### config.mk
export PLATFORM = sky130hd
export DESIGN_NAME = pmirq_unit
export DESIGN_NICKNAME = d
export VERILOG_FILES = /design/src/rtl/pmirq_pkg.sv /design/src/rtl/pmirq_cause_reg.sv /design/src/rtl/pmirq_mask_reg.sv /design/src/rtl/pmirq_regport.sv /design/src/rtl/pmirq_unit.sv
export SDC_FILE = /design/constraint.sdc
export NUM_CORES = 1
export LEC_CHECK = 0
export ABC_AREA = 1
export ABC_CLOCK_PERIOD_IN_PS = 1500
export CORE_ASPECT_RATIO = 1.1
export CORE_MARGIN = 5
export CORE_UTILIZATION = 45
export CTS_CLUSTER_SIZE = 28
export DETAILED_ROUTE_END_ITERATION = 10
export DONT_BUFFER_PORTS = 1
export HOLD_SLACK_MARGIN = 0.12
export PLACE_DENSITY = 0.7
export SYNTH_ARGS = -nofsm -noshare
export SYNTH_HDL_FRONTEND = slang
export SYNTH_SLANG_ARGS = --single-unit
### constraint.sdc
create_clock -name clk -period 1.5 [get_ports clk]
set_clock_uncertainty 0.2 [all_clocks]
set_input_delay 0.3 -clock clk [delete_from_list [all_inputs] [get_ports clk]]
set_output_delay 0.3 -clock clk [all_outputs]
set_load 0.01 [all_outputs]
### src/rtl/pmirq_pkg.sv
// Package: shared sizes and register offsets for the interrupt cause/mask unit.
// Assumes byte addressing within an 8-bit register window.
package pmirq_pkg;
    localparam int unsigned SRC_N     = 7;
    localparam int unsigned DATA_W    = 32;
    localparam int unsigned ADDR_W    = 8;
    localparam logic [7:0]  CAUSE_OFS = 8'h50;
    localparam logic [7:0]  MASK_OFS  = 8'h54;
endpackage

### src/rtl/pmirq_cause_reg.sv
// Cause register: one sticky bit per event source.
// Each bit is set by a high event level at a clock edge and loaded by software writes.
// If both act on a bit in the same cycle, the hardware set wins.
// Assumes the event lines are already synchronous to clk.
module pmirq_cause_reg #(
    parameter int unsigned SRC_N = 7
) (
    input  logic             clk,
    input  logic             rst_n,
    input  logic [SRC_N-1:0] evt_i,
    input  logic             wr_i,
    input  logic [SRC_N-1:0] wdata_i,
    output logic [SRC_N-1:0] cause_o
);
    logic [SRC_N-1:0] cause_q;

    for (genvar k = 0; k < SRC_N; k++) begin : g_bit
        // Per-bit update: reset clears, a software write loads, an event forces 1.
        always_ff @(posedge clk) begin
            if (!rst_n)
                cause_q[k] <= 1'b0;
            else
                cause_q[k] <= (wr_i ? wdata_i[k] : cause_q[k]) | evt_i[k];
        end
    end

    assign cause_o = cause_q;


    cause_sticky_chk: assert property (@(posedge clk) disable iff (!rst_n)
        !wr_i |=> ((cause_q & $past(cause_q)) == $past(cause_q)));

    evt_wins_chk: assert property (@(posedge clk) disable iff (!rst_n)
        (evt_i != '0) |=> ((cause_q & $past(evt_i)) == $past(evt_i)));

    cause_load_chk: assert property (@(posedge clk) disable iff (!rst_n)
        (wr_i && evt_i == '0) |=> (cause_q == $past(wdata_i)));
endmodule

### src/rtl/pmirq_mask_reg.sv
// Mask register: one enable bit per source, where 1 enables the source.
// It changes only through software writes.
module pmirq_mask_reg #(
    parameter int unsigned SRC_N = 7
) (
    input  logic             clk,
    input  logic             rst_n,
    input  logic             wr_i,
    input  logic [SRC_N-1:0] wdata_i,
    output logic [SRC_N-1:0] mask_o
);
    logic [SRC_N-1:0] mask_q;

    // Mask storage: cleared at reset, loaded on a selected write.
    always_ff @(posedge clk) begin
        if (!rst_n)
            mask_q <= '0;
        else if (wr_i)
            mask_q <= wdata_i;
    end

    assign mask_o = mask_q;


    mask_hold_chk: assert property (@(posedge clk) disable iff (!rst_n)
        !wr_i |=> $stable(mask_q));
endmodule

### src/rtl/pmirq_regport.sv
// Register port: decodes the strobe interface into per-register write enables
// and returns read data.
// Unmapped offsets read 0 and ignore writes. Bits above the source count read 0.
// Reads are combinational and have no side effects.
module pmirq_regport
    import pmirq_pkg::*;
#(
    parameter int unsigned SRC_N  = 7,
    parameter int unsigned DATA_W = 32,
    parameter int unsigned ADDR_W = 8
) (
    input  logic              clk,
    input  logic              rst_n,
    input  logic              wr_i,
    input  logic              rd_i,
    input  logic [ADDR_W-1:0] addr_i,
    input  logic [DATA_W-1:0] wdata_i,
    input  logic [SRC_N-1:0]  cause_i,
    input  logic [SRC_N-1:0]  mask_i,
    output logic              cause_wr_o,
    output logic              mask_wr_o,
    output logic [SRC_N-1:0]  wbits_o,
    output logic [DATA_W-1:0] rdata_o
);
    localparam int unsigned PAD_W = DATA_W - SRC_N;

    logic hit_cause, hit_mask;
    logic unused_hi;

    assign hit_cause = (addr_i == ADDR_W'(CAUSE_OFS));
    assign hit_mask  = (addr_i == ADDR_W'(MASK_OFS));
    assign unused_hi = ^wdata_i[DATA_W-1:SRC_N];

    assign cause_wr_o = wr_i & hit_cause;
    assign mask_wr_o  = wr_i & hit_mask;
    assign wbits_o    = wdata_i[SRC_N-1:0];

    // Read multiplexer: zero-extended register value, or 0 when nothing is selected.
    always_comb begin
        rdata_o = '0;
        if (rd_i && hit_cause)
            rdata_o = {{PAD_W{1'b0}}, cause_i};
        else if (rd_i && hit_mask)
            rdata_o = {{PAD_W{1'b0}}, mask_i};
    end


    unmapped_read_zero_chk: assert property (@(posedge clk) disable iff (!rst_n)
        (!rd_i || (!hit_cause && !hit_mask)) |-> (rdata_o == '0));

    upper_bits_zero_chk: assert property (@(posedge clk) disable iff (!rst_n)
        rdata_o[DATA_W-1:SRC_N] == '0);
endmodule

### src/rtl/pmirq_unit.sv
// Top level of the power-management interrupt cause/mask unit.
// Combines the cause register, the mask register and the register port.
// Registers the OR of the enabled pending bits into one request for the parent.
// Assumes synchronous inputs and a synchronous active-low reset.
module pmirq_unit
    import pmirq_pkg::*;
#(
    parameter int unsigned N_SRC  = SRC_N,
    parameter int unsigned DW     = DATA_W,
    parameter int unsigned AW     = ADDR_W
) (
    input  logic          clk,
    input  logic          rst_n,
    input  logic [N_SRC-1:0] evt_i,
    input  logic          wr_en,
    input  logic          rd_en,
    input  logic [AW-1:0] addr,
    input  logic [DW-1:0] wr_data,
    output logic [DW-1:0] rd_data,
    output logic          irq_o
);
    logic             cause_wr, mask_wr;
    logic [N_SRC-1:0] wbits, cause, mask;
    logic             irq_q;
    logic             pend_any;

    pmirq_regport #(.SRC_N(N_SRC), .DATA_W(DW), .ADDR_W(AW)) u_port (
        .clk        (clk),
        .rst_n      (rst_n),
        .wr_i       (wr_en),
        .rd_i       (rd_en),
        .addr_i     (addr),
        .wdata_i    (wr_data),
        .cause_i    (cause),
        .mask_i     (mask),
        .cause_wr_o (cause_wr),
        .mask_wr_o  (mask_wr),
        .wbits_o    (wbits),
        .rdata_o    (rd_data)
    );

    pmirq_cause_reg #(.SRC_N(N_SRC)) u_cause (
        .clk     (clk),
        .rst_n   (rst_n),
        .evt_i   (evt_i),
        .wr_i    (cause_wr),
        .wdata_i (wbits),
        .cause_o (cause)
    );

    pmirq_mask_reg #(.SRC_N(N_SRC)) u_mask (
        .clk     (clk),
        .rst_n   (rst_n),
        .wr_i    (mask_wr),
        .wdata_i (wbits),
        .mask_o  (mask)
    );

    assign pend_any = |(cause & mask);

    // Request register: one cycle after the enabled pending set changes.
    always_ff @(posedge clk) begin
        if (!rst_n)
            irq_q <= 1'b0;
        else
            irq_q <= pend_any;
    end

    assign irq_o = irq_q;


    irq_rise_chk: assert property (@(posedge clk) disable iff (!rst_n)
        ((cause & mask) != '0) |=> irq_o);

    irq_fall_chk: assert property (@(posedge clk) disable iff (!rst_n)
        ((cause & mask) == '0) |=> !irq_o);

    reset_state_chk: assert property (@(posedge clk)
        !rst_n |=> (!irq_o && cause == '0 && mask == '0));
endmodule

After elaboration in Yosys (flattened, before gate mapping)
Index checks and enable logic that the tools add are counted.
- register bits: 15
- output and inout bits: 33
- logic and storage cells: 33
- equality and inequality tests: 2
- muxes and demuxes: 9
- bitwise logic cells: 10
- reduce and logical (&&, ||, !) cells: 3
- operator list (kind ; count):
    $mux W32 ; 1
    $eq A8 B7 Y1 const B ; 2
    $and A7 B7 Y7 ; 1
    $mux W1 ; 7
    $mux W7 ; 1
    $or A1 B1 Y1 ; 7
    $reduce_or A7 Y1 ; 1
    $and A1 B1 Y1 ; 2
    $logic_and A1 B1 Y1 ; 2

Longest topological paths before layout
Gate-level depths: netlist of the first run.
- depth after elaboration: 4
- mapped depth: 9
- depth with buffers taken out: 8

Cells and area by module
From an unflattened synthesis of the first run, not the netlist that was laid out.
- cells, all modules: 193
- area total of the unflattened synthesis: 1173.6 µm²
- modules (own cells, without submodules) (module ; times used ; cells an instance ; area each (µm²) ; seq. area each (µm²)):
    pmirq_regport ; 1 ; 81 ; 474.2 ; 0.0
    pmirq_cause_reg ; 1 ; 53 ; 335.3 ; 140.1
    pmirq_mask_reg ; 1 ; 43 ; 282.8 ; 140.1
    pmirq_unit ; 1 ; 16 ; 81.3 ; 20.0

Least setup slack after synthesis of the first run
No wires, ideal clock.
- path kind: input -> output
- start point: in addr[1]
- end point: out rd_data[0]
- arrival: 0.992 ns
- data required time: 1.000 ns
- setup slack: 0.008 ns
- stages on the path: 5
- buffers on the path: 0
- cell sequence: nor2_2 nand3b_1 nor2_4 nand2_1 o21ai_0
- longest elaborated chain between the ends: 4
- RTL lines (element ; RTL line ; source):
    from (decl) ; pmirq_unit.sv:17 ; input logic [AW-1:0] addr,
    $eq A8 B7 Y1 ; pmirq_regport.sv:31 ; assign hit_mask = (addr_i == ADDR_W'(MASK_OFS));
    $logic_and A1 B1 Y1 ; pmirq_regport.sv:43 ; else if (rd_i && hit_mask)
    $mux W7 ; pmirq_regport.sv:43 ;
    $mux W32 * ; pmirq_regport.sv:41 ; if (rd_i && hit_cause)
    to (decl) ; pmirq_unit.sv:19 ; output logic [DW-1:0] rd_data,
Every way passes the cells marked *; elsewhere a longest branch is shown, timed or not.

Worst setup path in the final report of the first run
- start point: in addr[7]
- end point: out rd_data[3]
Same word-level chain as after synthesis.

==> summary.md, run 1 <==
| Metric | Value |
|---|---|
| R2r worst-path depth | 4 |
| Iter 0 DRT Violations | 40 |
| Count of buffers from port buffering | 0 |
| Unrepaired setup endpoints after global routing | true |
| Total standard cell area after synthesis | around 0.0011 mm² |
| Num CTS Buffers | 3 |
| Synthesis-to-finish area growth | 25.12% |
| Prevailing post-synth register cell | dfxtp_1 |
| Kind of path behind the tightest hold check | input port to flop |
| Area share of the leading cell type in the synthesized netlist | 0.2857 |
| Power Dens Cells | between 500 and 600 mW/mm² |
| Number of enable-type register cells in the synthesized netlist | 0 |
| Core Footprint | 0.002252 mm² |
| Number of diodes | 0 |
| Mean instance size in the synthesized netlist | roughly 6.5 µm² |
| Final period utilization | 0.9783 |
| Average routed wire per standard cell | about 12 µm |
| Cell types with the highest counts after synthesis | nand2_1, nand3_1, buf_4, inv_1, dfxtp_1 |
| Count of final setup violators | 0 |
| Cell total after placement | about 190 |
| DIE AREA | 0.003403 mm² |
| Clock transition at the registers of the reported paths | 0.08 ns |
| Number of max-slew violations in the final report | 0 |
| Die H | ~61 µm |
| Cell with the most instances after synthesis | nand2_1 |
| Global-route wire length before repair | 3753 µm |
| DR pass1 iterations | 4 |
| Wire length after detailed routing | around 2600 µm |
| Worst-case register-to-register setup slack | 0.50 ns |
| Number of max-cap violations | 0 |
| Number of flip-flops and latches in the synthesized netlist | 15 |
| I/O Pins | 84 |
| Synthesized instance count | around 160 |
| Filler instances | 220 |
| Synth Warn # | 0 |
| Number of global-route vias before repair | 850 |
| CTS H-tree lvls | 1 |
| Critical Path Fanout Max | 6 |
| Via total after detailed routing | a little over 1000 |
| Number of antenna violations at the first check in global routing | 0 |
| Number of distinct library cell variants in the gate-level netlist after synthesis | 18 |
| Number of sinks handled by clock tree synthesis | 15 |
| Status | completed |
| Largest net degree at the start of global routing | 15 |
| Crit path time final | 1.467 ns |
| Share of the yosys chip area belonging to registers | 0.2857 |
| Count of antenna-violating nets left after detailed routing | 0 |
| Weighted congestion reported at the end of routability-driven placement | approximately 0.85 |
| Crit path capture | rd_data[3] |
| Area contributors post-synth | dfxtp_1, buf_4, nand3_1 |
| Hold violation total from the final report | 0 |
| Root buffer selected by CTS | clkbuf_4 |
| TritonCTS clock tree | built |
| IR Drop Worst-Case VDD | a little under 0.0005 V |
| Effective utilization at floorplan | 0.4667 |
| Reg2reg end | irq_o$_SDFF_PN0_ |
| Total half-perimeter wirelength after legalization and detailed placement | ~1800 µm |
| Number of vias per cell | 4.684 |
| Critical Path Source Type | input port |
| Max Freq | roughly 680 MHz |
| Die outline width | ~56 µm |
| Launching instance or port of the critical path | addr[7] |
| Final Util | 0.5839 |
| Standard-cell row count | 18 |
| Final nets | around 240 |
| DRC viols | 0 |
| Leak Pwr | 0.6414 nW |
| Maximum count of clock buffers along a single path | 2 |
| Worst setup EP type | output pin |
| Overall Global Routing Usage | 0.1389 |
| Critical path class | input port to output pin |
| Residual overflow from global routing | 0 |
| Area leader, netlist | dfxtp_1 |
| Count of placed standard cells in the final layout, fillers left out | about 220 |
| Source-to-sink clock delay at the later pin of the worst-skew pair | 0.27 ns |
| Fraction of layout instances using a drive strength above 1 | 0.2108 |
| Proportion of register bits with asynchronous set or reset after synthesis | 0 |
| Worst Path Arrival | 0.97 ns |
| Endpoint required time on the critical path | 1.00 ns |
| Source of the worst register-to-register timing path | u_cause.cause_o[5]$_SDFF_PN0_ |
==> worst max-delay path: stages <==
cell     delay [ns]
nor2_4         0.10
nand2_4        0.07
nor2_4         0.18
buf_12         0.14
nand3_1        0.07
nand2_2        0.10
==> routing by layer <==
layer / global-route usage / wire length, µm / up-vias
li1: - / - / 504
met1: 0.1647 / 934 / 457
met2: 0.2421 / 1370 / 44
met3: 0.03830 / 233 / 2
met4: 0.05424 / 13 / 0
met5: 0 / 0 / -
==> cell type report <==
| cell class | instances | area [µm²] | area share |
|---|---|---|---|
| Multi-Input combinational cell | 119 | 610.6 | 0.4643 |
| Sequential cell | 15 | 302.8 | 0.2303 |
| Timing Repair Buffer | 27 | 262.8 | 0.1998 |
| Inverter | 20 | 75.07 | 0.05709 |
| Tap cell | 30 | 37.54 | 0.02854 |
| Clock buffer | 4 | 26.28 | 0.01998 |
==> timing repair <==
action,in CTS,in global routing
hold buffers,16,0
setup endpoints to repair,6,12
hold endpoints to repair,15,0
pin swaps,0,9
buffers inserted,0,3
cloned,0,1
gates resized for setup,4,22
==> layout by cell type (no fill, tap or decap) <==
master,count
nand2_1,33
nand3_1,27
conb_1,25
inv_1,19
dlygate4sd3_1,15
dfxtp_1,13
nand3_2,9
nand2_2,7
a21oi_1,7
buf_4,7
nor2_4,4
clkbuf_4,3
nor2_1,2
buf_6,2
dfxtp_2,2
inv_2,1
nand2_4,1
nand3b_1,1
nor2_2,1
o21ai_1,1
a31oi_1,1
clkbuf_1,1
buf_2,1
dlymetal6s4s_1,1
buf_12,1
==> registers in the layout, indices dropped and copies added (netlist names) <==
name,flops
u_cause.cause_o,7
u_mask.mask_o,7
irq_o,1
==> logic make-up after synthesis <==
group	synth area share
and+or+nand+nor	0.3762
DFF	0.2857
AOI/OAI and AO/OA	0.04404
buffers and inverters	0.2905
other	0.003568
==> power breakdown <==
part	switching, mW	leakage, nW	total [mW]	internal, mW
logic	0.0722	0.503	0.122	0.0496
registers	0.0145	0.124	0.427	0.412
clock network	0.122	0.0150	0.225	0.103
==> metrics by stage <==
step / setup slack, ns / area, µm² / hold slack (ns) / power, mW / setup TNS, ns
detailed placement: -0.02319 / 1013 / 0.2036 / 0.5036 / -0.07861
CTS: 0.01067 / 1207 / 0.1369 / 0.7768 / 0
floorplan: 0.008153 / 1141 / 0.2543 / 0.5552 / 0
finish: 0.03257 / 1315 / 0.1674 / 0.7734 / 0
global placement: -0.009998 / 1013 / 0.1993 / 0.5014 / -0.01331
global route: -0.04633 / 1315 / 0.1835 / 0.8282 / -0.09654
==> how the worst min path moves through the flow <==
| stage | start | end | slack, ns | cells after the start |
|---|---|---|---|---|
| 2_1_floorplan | u_mask.mask_o[0]$_SDFFE_PN0P_ | u_mask.mask_o[0]$_SDFFE_PN0P_ | 0.25 | 2 |
| 3_3_place_gp | rst_n | u_cause.cause_o[2]$_SDFF_PN0_ | 0.20 | 2 |
| 3_5_place_dp | rst_n | u_cause.cause_o[1]$_SDFF_PN0_ | 0.20 | 2 |
| 4_1_cts | wr_en | u_mask.mask_o[0]$_SDFFE_PN0P_ | 0.14 | 3 |
| 5_1_grt | wr_en | u_mask.mask_o[0]$_SDFFE_PN0P_ | 0.18 | 3 |
| 6_report | wr_en | u_mask.mask_o[0]$_SDFFE_PN0P_ | 0.17 | 3 |
Power figures use the tool's default switching activity.
==> run 2: changes to the inputs <==
Settings changed: ABC_AREA 1 to unset, CTS_BUF_LIST set to sky130_fd_sc_hd__clkbuf_8 sky130_fd_sc_hd__clkbuf_16, SYNTH_HIERARCHICAL set to 1.
==> summary.md, run 2 <==
| Metric | Value |
|---|---|
| Status | finished, violations left |
| Failing checks | setup timing |
| Area share of the leading cell type in the synthesized netlist | 0.2895 |
| Power Dens Cells | 688.0 mW/mm² |
| Register area | about 300 µm² |
| TritonCTS clock tree | built |
| Effective utilization at floorplan | 0.4652 |
| Root buffer selected by CTS | clkbuf_8 |
| Area leader, netlist | dfxtp_1 |
| Unrepaired setup endpoints after global routing | true |
| Mean instance size in the synthesized netlist | roughly 9.8 µm² |
| Largest net degree at the start of global routing | 16 |
| Final Util | 0.5690 |
| DRC viols | 0 |
| Number of enable-type register cells in the synthesized netlist | 0 |
| Global-route wire length before repair | around 3300 µm |
| Number of stages on the worst hold path | 4 |
| I/O Pins | 84 |
| Worst Path Arrival | 1.36 ns |
| Max Freq | about 540 MHz |
| Weighted congestion reported at the end of routability-driven placement | 0.6760 |
| DR pass1 iterations | 4 |
| Met2 usage | 0.2432 |
| Num CTS Buffers | 3 |
| Residual overflow from global routing | 0 |
| Crit path depth | 4 |
| Iter 0 DRT Violations | 19 |
| Synth Warn # | 6 |
| Share of the yosys chip area belonging to registers | 0.2895 |
| Kind of path behind the tightest hold check | input port to flop |
| Global routing met1 resource utilization | 0.1229 |
| Area contributors post-synth | dfxtp_1, buf_4, mux2i_1 |
| Cell with the most instances after synthesis | buf_4 |
| Number of flip-flops and latches in the synthesized netlist | 15 |
| Number of sinks handled by clock tree synthesis | 15 |
| Count of placed standard cells in the final layout, fillers left out | about 150 |
| Filler instances | 204 |
| CP cell instances | or4bb_4 > buf_8 > nor3_2 > buf_4 |
| Crit path time final | about 1.9 ns |
| Count of buffers from port buffering | 0 |
| Number of antenna violations at the first check in global routing | 0 |
| DIE AREA | roughly 0.0034 mm² |
| Worst setup EP type | output pin |
| Largest stage delay, worst path | ~0.55 ns |
| Fraction of layout instances using a drive strength above 1 | 0.2764 |
| Total half-perimeter wirelength after legalization and detailed placement | around 1600 µm |
| Via total after detailed routing | 743 |
| Proportion of register bits with asynchronous set or reset after synthesis | 0 |
| Area taken by multi-input logic gates | 615.6 µm² |
| Part of the total power dissipated in the clock network | 0.361 |
| Switching fraction of total power | 0.2395 |
| CTS H-tree lvls | 1 |
| Seq pwr share | 0.486 |
| Number of distinct library cell variants in the gate-level netlist after synthesis | 18 |
| Cell types with the highest counts after synthesis | buf_4, dfxtp_1, mux2i_1, nor3_1 |
| Busiest layer in global routing | met2 |
| Number of vias per cell | 4.856 |
| Cell family contributing the most delay on the critical path | simple AND/OR/NAND/NOR gates |
| Clock transition at the registers of the reported paths | 0.06 ns |
| Average routed wire per standard cell | between 10 and 15 µm |
| Total standard cell area after synthesis | around 0.0010 mm² |
| GR Util met3 | 0.03617 |
| Sw power | 0.2091 mW |
| Final nets | about 180 |
| Critical Path Slowest Stage Cell | or4bb_4 |
| IR Drop Worst-Case VDD | 0.0006304 V |
| Source-to-sink clock delay at the later pin of the worst-skew pair | between 0.2 and 0.25 ns |
| Total buffers and inverters traversed by the critical path | 2 |
| R2r worst-path depth | 2 |
| Post-Route Setup TNS | -5.378 ns |
| Die outline width | 55.78 µm |
| Count of antenna-violating nets left after detailed routing | 0 |
| Hold violation total from the final report | 0 |
| Critical Path Source Type | input port |
| Die H | between 60 and 70 µm |
| Synthesized instance count | 106 |
| Leak Pwr | 0.5285 nW |
| Prevailing post-synth register cell | dfxtp_1 |
| Number of max-cap violations | 0 |
| Top library cells by usage in the layout, fill and taps aside | conb_1, dfxtp_1, dlygate4sd3_1 |
| Wire length after detailed routing | around 2300 µm |
| Count of final setup violators | 21 |
| Leading cell type in the layout, fill and taps excluded | conb_1 |
| Number of max-slew violations in the final report | 0 |
| Critical path class | input port to output pin |
| Number of global-route vias before repair | between 700 and 800 |
| Maximum count of clock buffers along a single path | 2 |
| Endpoint required time on the critical path | 1.00 ns |
| Final period utilization | 1.240 |
| Core Footprint | between 0.002 and 0.0025 mm² |
| Share of power burned in combinational logic | 0.154 |
| Total power after layout | 0.8729 mW |
| Cell total after placement | between 100 and 150 |
| Synthesis-to-finish area growth | 22.32% |
| Internal power | 0.6638 mW |
| Number of diodes | 0 |
| Standard-cell row count | 18 |
| Critical Path Fanout Max | 7 |
| Overall Global Routing Usage | 0.1254 |
| Smallest setup slack after layout | -0.3600 ns |
[run 2: path summary, 6_finish.rpt]
check	start	end	slack (ns)
worst min register to register	u_mask/mask_o[6]$_SDFFE_PN0P_	u_mask/mask_o[6]$_SDFFE_PN0P_	0.35
worst min-delay path	addr[2]	u_cause/cause_o[1]$_SDFF_PN0_	0.33
worst max register to register	u_cause/cause_o[3]$_SDFF_PN0_	irq_o$_SDFF_PN0_	0.28
worst max-delay path	addr[7]	rd_data[5]	-0.36
[run 2: through the flow]
| step | setup WS [ns] | instance area, µm² | hold WS (ns) |
|---|---|---|---|
| floorplan | -0.4814 | 1149 | 0.2093 |
| finish | -0.3600 | 1269 | 0.3289 |
| global placement | -0.4847 | 991.0 | 0.2193 |
| CTS | -0.3425 | 1244 | 0.3275 |
| global route | -0.3856 | 1269 | 0.3331 |
| detailed placement | -0.5080 | 991.0 | 0.2253 |
[run 2: cells by family (layout without fill, tap and decap cells)]
group,count (synthesis),after routing,share of synthesized area
AOI/OAI and AO/OA,11,11,0.08082
buffers and inverters,39,32,0.2738
DFF,15,15,0.2895
muxes,21,21,0.2364
other,1,25,0.003615
and+or+nand+nor,19,19,0.1158
[run 2: repair_timing]
item	CTS	global route
hold buffers	15	0
endpoints found under the hold margin	15	0
resized for setup	11	6
gates cloned	0	0
setup endpoints to repair	21	22
pin swaps	6	0
buffers inserted	1	0
[run 2: final cells by class]
cell class,instances,area share
Timing Repair Buffer,26,0.2071
Inverter,2,0.005917
Multi-Input combinational cell,76,0.4852
Clock inverter,1,0.002959
Tap cell,30,0.02959
Sequential cell,15,0.2367
Clock buffer,3,0.03254
[run 2: power groups by stage]
stage / Combinational, mW / Sequential [mW] / Clock [mW]
2_1_floorplan: 0.147 / 0.429 / 0
3_3_place_gp: 0.0808 / 0.431 / 0
3_5_place_dp: 0.0828 / 0.432 / 0
4_1_cts: 0.130 / 0.424 / 0.319
5_1_grt: 0.143 / 0.425 / 0.339
6_report: 0.134 / 0.424 / 0.315
[run 2: per-layer routing]
layer | wire length [µm] | part of all wire
met4 | 57 | 0.025
met1 | 847 | 0.38
met2 | 1098 | 0.49
met5 | 0 | 0
met3 | 250 | 0.11
[run 2: tightest hold or removal path: stages]
cell and delay [ns]:
nor3_4 0.02, buf_12 0.13, mux2_4 0.19, o21a_1 0.09
